**config.mk**
```make
export PLATFORM = sky130hd
export DESIGN_NAME = stackpos_wb_profiler
export DESIGN_NICKNAME = d
export VERILOG_FILES = /design/src/rtl/dlp_pkg.sv /design/src/rtl/dlp_lfsr.sv /design/src/rtl/dlp_hit_profiler.sv /design/src/rtl/dlp_victim_pick.sv /design/src/rtl/stackpos_wb_profiler.sv
export SDC_FILE = /design/constraint.sdc
export NUM_CORES = 2
export LEC_CHECK = 0
export BUFFER_PORTS_ARGS = -buffer_cell sky130_fd_sc_hd__buf_2
export CORE_ASPECT_RATIO = 0.5
export CORE_UTILIZATION = 60
export DETAILED_ROUTE_END_ITERATION = 10
export HOLD_SLACK_MARGIN = 0.02
export PLACE_DENSITY = 0.77
export SYNTH_ARGS = -nofsm -noshare
export SYNTH_HDL_FRONTEND = slang
export SYNTH_SLANG_ARGS = --single-unit
```
**constraint.sdc**
```tcl
create_clock -name clk -period 57 [get_ports clk]
set_input_delay 5.7 -clock clk [delete_from_list [all_inputs] [get_ports clk]]
set_output_delay 5.7 -clock clk [all_outputs]
set_load 0.02 [all_outputs]
```
**src/rtl/dlp_pkg.sv**
```systemverilog
package dlp_pkg;
  localparam int unsigned LFSR_W = 16;
  localparam logic [LFSR_W-1:0] LFSR_TAPS = 16'hB400;
  localparam logic [LFSR_W-1:0] LFSR_SEED = 16'hACE1;

  function automatic logic [LFSR_W-1:0] lfsr_step(input logic [LFSR_W-1:0] s);
    return s[0] ? ((s >> 1) ^ LFSR_TAPS) : (s >> 1);
  endfunction
endpackage

```
**src/rtl/dlp_lfsr.sv**
```systemverilog
module dlp_lfsr #(
  parameter int unsigned OUT_W = 10
) (
  input  logic             clk,
  input  logic             rst_n,
  input  logic             adv,
  output logic [OUT_W-1:0] value
);
  import dlp_pkg::*;

  logic [LFSR_W-1:0] state_q;

  always_ff @(posedge clk or negedge rst_n) begin
    if (!rst_n) state_q <= LFSR_SEED;
    else if (adv) state_q <= lfsr_step(state_q);
  end

  // Fold every state bit into the output so all of them spread the set index.
  always_comb begin
    value = '0;
    for (int i = 0; i < int'(LFSR_W); i++) begin
      value[i % OUT_W] = value[i % OUT_W] ^ state_q[i];
    end
  end
endmodule

```
**src/rtl/dlp_hit_profiler.sv**
```systemverilog
module dlp_hit_profiler #(
  parameter int unsigned WAYS      = 16,
  parameter int unsigned PERIOD    = 1000000,
  parameter int unsigned THR_SHIFT = 5,
  localparam int unsigned POS_W    = $clog2(WAYS),
  localparam int unsigned CNT_W    = $clog2(PERIOD + 1),
  localparam int unsigned CUT_W    = $clog2(WAYS + 1)
) (
  input  logic             clk,
  input  logic             rst_n,
  input  logic             req_valid,
  input  logic             req_hit,
  input  logic [POS_W-1:0] req_pos,
  output logic [CUT_W-1:0] cutoff
);
  logic [CNT_W-1:0] hit_q  [WAYS];
  logic [CNT_W-1:0] hit_nx [WAYS];
  logic [CNT_W-1:0] miss_q, miss_nx, cyc_q;
  logic [CNT_W-1:0] total, thr, suffix;
  logic [CUT_W-1:0] dead_cnt, cut_nx;
  logic             period_end;

  assign period_end = (cyc_q == CNT_W'(PERIOD - 1));
  assign miss_nx    = miss_q + CNT_W'(req_valid && !req_hit);

  for (genvar i = 0; i < int'(WAYS); i++) begin : g_pos
    assign hit_nx[i] = hit_q[i] + CNT_W'(req_valid && req_hit && (req_pos == POS_W'(i)));

    always_ff @(posedge clk or negedge rst_n) begin
      if (!rst_n)          hit_q[i] <= '0;
      else if (period_end) hit_q[i] <= '0;
      else                 hit_q[i] <= hit_nx[i];
    end
  end

  // Positions whose tail sum falls under the threshold form a contiguous
  // bottom run of the stack, so counting them gives the cutoff directly.
  always_comb begin
    total = miss_nx;
    for (int i = 0; i < int'(WAYS); i++) total = total + hit_nx[i];
    thr      = total >> THR_SHIFT;
    suffix   = '0;
    dead_cnt = '0;
    for (int p = int'(WAYS) - 1; p >= 0; p--) begin
      suffix = suffix + hit_nx[p];
      if (suffix < thr) dead_cnt = dead_cnt + CUT_W'(1);
    end
    cut_nx = CUT_W'(WAYS) - dead_cnt;
  end

  always_ff @(posedge clk or negedge rst_n) begin
    if (!rst_n) begin
      miss_q <= '0;
      cyc_q  <= '0;
      cutoff <= CUT_W'(WAYS);
    end else if (period_end) begin
      miss_q <= '0;
      cyc_q  <= '0;
      cutoff <= cut_nx;
    end else begin
      miss_q <= miss_nx;
      cyc_q  <= cyc_q + CNT_W'(1);
    end
  end

  assert_window_bound_R3: assert property (@(posedge clk) disable iff (!rst_n)
    cyc_q < CNT_W'(PERIOD));
  assert_cutoff_held_R3: assert property (@(posedge clk) disable iff (!rst_n)
    !period_end |=> $stable(cutoff));
  assert_counts_cleared_R2: assert property (@(posedge clk) disable iff (!rst_n)
    period_end |=> (miss_q == '0 && cyc_q == '0));
  assert_cutoff_range_R4: assert property (@(posedge clk) disable iff (!rst_n)
    cutoff <= CUT_W'(WAYS));
endmodule

```
**src/rtl/dlp_victim_pick.sv**
```systemverilog
module dlp_victim_pick #(
  parameter int unsigned WAYS   = 16,
  localparam int unsigned POS_W = $clog2(WAYS),
  localparam int unsigned CUT_W = $clog2(WAYS + 1)
) (
  input  logic [WAYS-1:0]       dirty,
  input  logic [WAYS*POS_W-1:0] rank,
  input  logic [CUT_W-1:0]      cutoff,
  output logic                  found,
  output logic [POS_W-1:0]      way
);
  logic [POS_W-1:0] best, r;

  always_comb begin
    found = 1'b0;
    way   = '0;
    best  = '0;
    r     = '0;
    for (int w = 0; w < int'(WAYS); w++) begin
      r = rank[w*POS_W +: POS_W];
      if (dirty[w] && (CUT_W'(r) >= cutoff) && (!found || r > best)) begin
        found = 1'b1;
        best  = r;
        way   = POS_W'(w);
      end
    end
  end
endmodule

```
**src/rtl/stackpos_wb_profiler.sv**
```systemverilog
module stackpos_wb_profiler #(
  parameter int unsigned WAYS      = 16,
  parameter int unsigned SETS      = 1024,
  parameter int unsigned PERIOD    = 1000000,
  parameter int unsigned THR_SHIFT = 5,
  localparam int unsigned POS_W    = $clog2(WAYS),
  localparam int unsigned SET_W    = $clog2(SETS),
  localparam int unsigned CUT_W    = $clog2(WAYS + 1)
) (
  input  logic                  clk,
  input  logic                  rst_n,
  input  logic                  req_valid,
  input  logic                  req_hit,
  input  logic [POS_W-1:0]      req_pos,
  input  logic                  cache_idle,
  input  logic                  evq_full,
  output logic [SET_W-1:0]      lk_set,
  input  logic [WAYS-1:0]       lk_dirty,
  input  logic [WAYS*POS_W-1:0] lk_rank,
  output logic [CUT_W-1:0]      cutoff,
  output logic                  cand_valid,
  input  logic                  cand_ready,
  output logic [SET_W-1:0]      cand_set,
  output logic [POS_W-1:0]      cand_way
);
  logic             slot_free, attempt, pick_found;
  logic [POS_W-1:0] pick_way;

  assign slot_free = !cand_valid || cand_ready;
  assign attempt   = cache_idle && !evq_full && slot_free;

  dlp_hit_profiler #(.WAYS(WAYS), .PERIOD(PERIOD), .THR_SHIFT(THR_SHIFT)) u_prof (
    .clk(clk), .rst_n(rst_n), .req_valid(req_valid), .req_hit(req_hit),
    .req_pos(req_pos), .cutoff(cutoff));

  dlp_lfsr #(.OUT_W(SET_W)) u_lfsr (
    .clk(clk), .rst_n(rst_n), .adv(attempt), .value(lk_set));

  dlp_victim_pick #(.WAYS(WAYS)) u_pick (
    .dirty(lk_dirty), .rank(lk_rank), .cutoff(cutoff),
    .found(pick_found), .way(pick_way));

  always_ff @(posedge clk or negedge rst_n) begin
    if (!rst_n) begin
      cand_valid <= 1'b0;
      cand_set   <= '0;
      cand_way   <= '0;
    end else if (attempt) begin
      cand_valid <= pick_found;
      if (pick_found) begin
        cand_set <= lk_set;
        cand_way <= pick_way;
      end
    end else if (cand_ready) begin
      cand_valid <= 1'b0;
    end
  end

  assert_hold_R7: assert property (@(posedge clk) disable iff (!rst_n)
    cand_valid && !cand_ready |=> cand_valid && $stable(cand_set) && $stable(cand_way));
  assert_no_lookup_R5: assert property (@(posedge clk) disable iff (!rst_n)
    (!cache_idle || evq_full) && !cand_valid |=> !cand_valid);
  assert_pick_legal_R6: assert property (@(posedge clk) disable iff (!rst_n)
    attempt && pick_found |-> lk_dirty[pick_way]
      && (CUT_W'(lk_rank[pick_way*POS_W +: POS_W]) >= cutoff));
  assert_none_when_full_cut_R9: assert property (@(posedge clk) disable iff (!rst_n)
    attempt && (cutoff == CUT_W'(WAYS)) |=> !cand_valid);
endmodule

```
==> impl_metrics.json <==
{
  "drt-total-wl_um": 143000,
  "grt_pass1_vias": 41800,
  "ff2ff_path_depth": 132,
  "area_delta_synth_final_pct": 6.91,
  "clock_skew_ns": 0.0311,
  "slew_viol_final": 0,
  "via_count": 41600,
  "rrSetupSlack_ns": 30.04,
  "worst_pin_slew_ns": 1.24,
  "setup.worst_path.end_class": "flop",
  "synth_warnings": 0,
  "ant_nets": 0,
  "hold_path_end": "u_prof.cutoff[0]$_DFFE_PN0P_",
  "synth_ff_type": "dfrtp_1",
  "post_cts_resized": 0,
  "synth_seq_area_share_pct": 20.1,
  "cp_slowest_stage_delay_ns": 0.84,
  "drc_errors": 0,
  "grt_pass1_wl_um": 225000,
  "finalCritPeriodShare_pct": 55.2,
  "worstReg2RegStart": "u_prof.cutoff[0]$_DFFE_PN0P_",
  "setup_viol": 0,
  "fin_crit_ns": 31.46,
  "synth-edff-count": 0,
  "cp.required_ns": 57.49,
  "synthCells": 5368,
  "detail_route.first_pass.iterations": 6,
  "crit_fanout": 10,
  "die_area_um2": 83400,
  "grt_usage_pct": 34.3,
  "async_flop_share_pct": 100,
  "hold_viol": 0,
  "row_count": 73,
  "cpMaxStageDelayCell": "a311oi_1",
  "hp-start": "u_prof.cutoff[0]$_DFFE_PN0P_",
  "ys_top_cells_by_area": "dfrtp_1, ha_1, fa_1",
  "cts_hold_buf": 0,
  "cts_setup_buffers": 0,
  "cts_buffer_depth": 3,
  "critPathBufInv": 6,
  "outcome": "completed",
  "grt_remaining_overflow": 0,
  "h-tree-depth": 2,
  "cts_root_buffer": "clkbuf_16",
  "place_congestion": 0.990,
  "crit_family": "compound AO/OA/AOI/OAI gates",
  "mostFrequentLayoutCell": "ha_1",
  "diodes": 0,
  "routedWlPerCell_um": 21.6,
  "maxCapViolCount": 0,
  "tritoncts": "yes",
  "final_nets": 6577,
  "layout_common_cells": "ha_1, xnor2_1, dfrtp_1",
  "timing.slew.headroom_pct": 16.6,
  "numPortBuffers": 120,
  "cts_sinks": 396,
  "path_clk_slew_ns": 0.07,
  "worstReg2RegEnd": "cand_way[3]$_DFFE_PN0P_",
  "final_cells": 6618,
  "critPathKind": "in2reg",
  "fmax_ghz": 0.0318,
  "initial_core_util_pct": 61.3,
  "rsz0062_at_grt": "no",
  "arrival_ns": 31.95,
  "cts_buffers": 44,
  "ys_seq_elements": 396,
  "syn_area_um2": 49300,
  "synth_cell_types": 101,
  "avgSynthCellArea_um2": 9.18,
  "start_kind": "input port",
  "fin_setup_tns_ns": 0,
  "hp-class": "reg2reg",
  "synth_fp_nets": 6446,
  "dp_hpwl_um": 117000,
  "dpl.cell_count": 6540,
  "coreArea_um2": 80400,
  "antenna_found_initial": 0,
  "viasPerCell": 6.28,
  "hold_depth": 2,
  "clk_latency_ns": 0.63,
  "ios": 121,
  "first_iter_violations": 3805,
  "synth_top_area_cell": "dfrtp_1",
  "synth_top_area_share_pct": 19.6,
  "die_h_um": 205,
  "grt_max_degree": 116,
  "dieWidth_um": 407,
  "final_layout_size_suffix_gt1_share_pct": 6.33
}
[cells in the mapped netlist, types with 8 or more instances]
| cell type | instances |
|---|---|
| a21o_1 | 152 |
| nand2_1 | 252 |
| dfrtp_1 | 387 |
| o21ai_1 | 15 |
| xor2_1 | 220 |
| a211o_1 | 11 |
| o22ai_1 | 10 |
| o21a_1 | 104 |
| mux2_2 | 44 |
| and3_1 | 95 |
| a31oi_1 | 23 |
| nor4_1 | 33 |
| a41oi_1 | 9 |
| a2111oi_0 | 12 |
| o2111ai_1 | 8 |
| nor3b_1 | 19 |
| a21oi_1 | 310 |
| o21ai_0 | 175 |
| o21bai_1 | 61 |
| nand4_1 | 88 |
| nand3_1 | 196 |
| dfstp_2 | 9 |
| nor2b_1 | 54 |
| o211ai_1 | 36 |
| nor3_1 | 109 |
| or4_1 | 14 |
| or2_2 | 28 |
| ha_1 | 700 |
| a211oi_1 | 53 |
| and2_1 | 297 |
| a311oi_1 | 10 |
| o31ai_1 | 19 |
| xnor2_1 | 424 |
| and4_1 | 22 |
| or3_1 | 32 |
| xnor3_1 | 8 |
| nand2b_1 | 69 |
| fa_1 | 287 |
| inv_1 | 378 |
| clkbuf_1 | 58 |
| mux2i_1 | 25 |
| nor2_1 | 340 |
[stage by stage]
stage | utilization, % | hold WS [ns] | setup slack (ns) | cell area [um2]
final | 65.6 | 0.487 | 25.54 | 52700
after global routing | 65.6 | 0.524 | 23.14 | 52700
after CTS | 65.6 | 0.494 | 25.82 | 52700
after detailed placement | 63.8 | 0.479 | 25.28 | 51300
after global placement | 63.8 | 0.465 | 26.22 | 51300
after floorplan | - | 0.447 | 28.54 | 49300
[worst max path at each step]
stage / startpoint / to / slack (ns) / cells after the start
after floorplan: lk_rank[0] / cand_way[3]$_DFFE_PN0P_ / 28.54 / 134
after global placement: lk_rank[0] / cand_way[3]$_DFFE_PN0P_ / 26.22 / 133
after detailed placement: lk_rank[0] / cand_way[3]$_DFFE_PN0P_ / 25.28 / 133
after CTS: lk_rank[0] / cand_way[3]$_DFFE_PN0P_ / 25.82 / 133
after global routing: lk_rank[0] / cand_way[3]$_DFFE_PN0P_ / 23.14 / 133
final: lk_rank[0] / cand_way[3]$_DFFE_PN0P_ / 25.54 / 133
[area by class of cell]
| cell class | instances | area [um2] |
|---|---|---|
| sequential | 396 | 9920 |
| clock inverter | 18 | 194 |
| inverter | 379 | 1420 |
| multi-input combinational | 4528 | 37700 |
| timing repair buffer | 150 | 836 |
| tap | 1087 | 1360 |
| fill | 6556 | 27700 |
| clock buffer | 60 | 1260 |
[logic make-up after synthesis]
family                     after synthesis  share of synthesized area (%)
and+or+nand+nor                       1693                           18.3
AOI/OAI and AO/OA                     1108                           14.7
adders and majority gates              990                           29.5
xor gates and xnor gates               667                           12.4
buffers and inverters                  444                           3.43
DFF                                    396                           20.1
muxes                                   70                           1.54
[state kept, by name, summed over array words and instances (netlist names)]
name            cells
cand_set           10
cand_valid          1
cand_way            4
u_lfsr.state_q     16
u_prof.cutoff       5
u_prof.cyc_q       20
u_prof.hit_q      320
u_prof.miss_q      20
[worst min-delay path: stages (launching register included)]
cell,delay [ns]
dfrtp_1,0.34
nand2_1,0.05
o21ai_0,0.06
[layer usage]
metal | part of all wire [%] | track usage (%)
met4 | 2.5 | 8.63
met3 | 8.2 | 5.81
met1 | 44 | 47.7
met5 | 0 | 0
met2 | 45 | 55.8
Power is not shown: default switching activity piles up to over one toggle a cycle in this logic, so the estimate is an artifact.
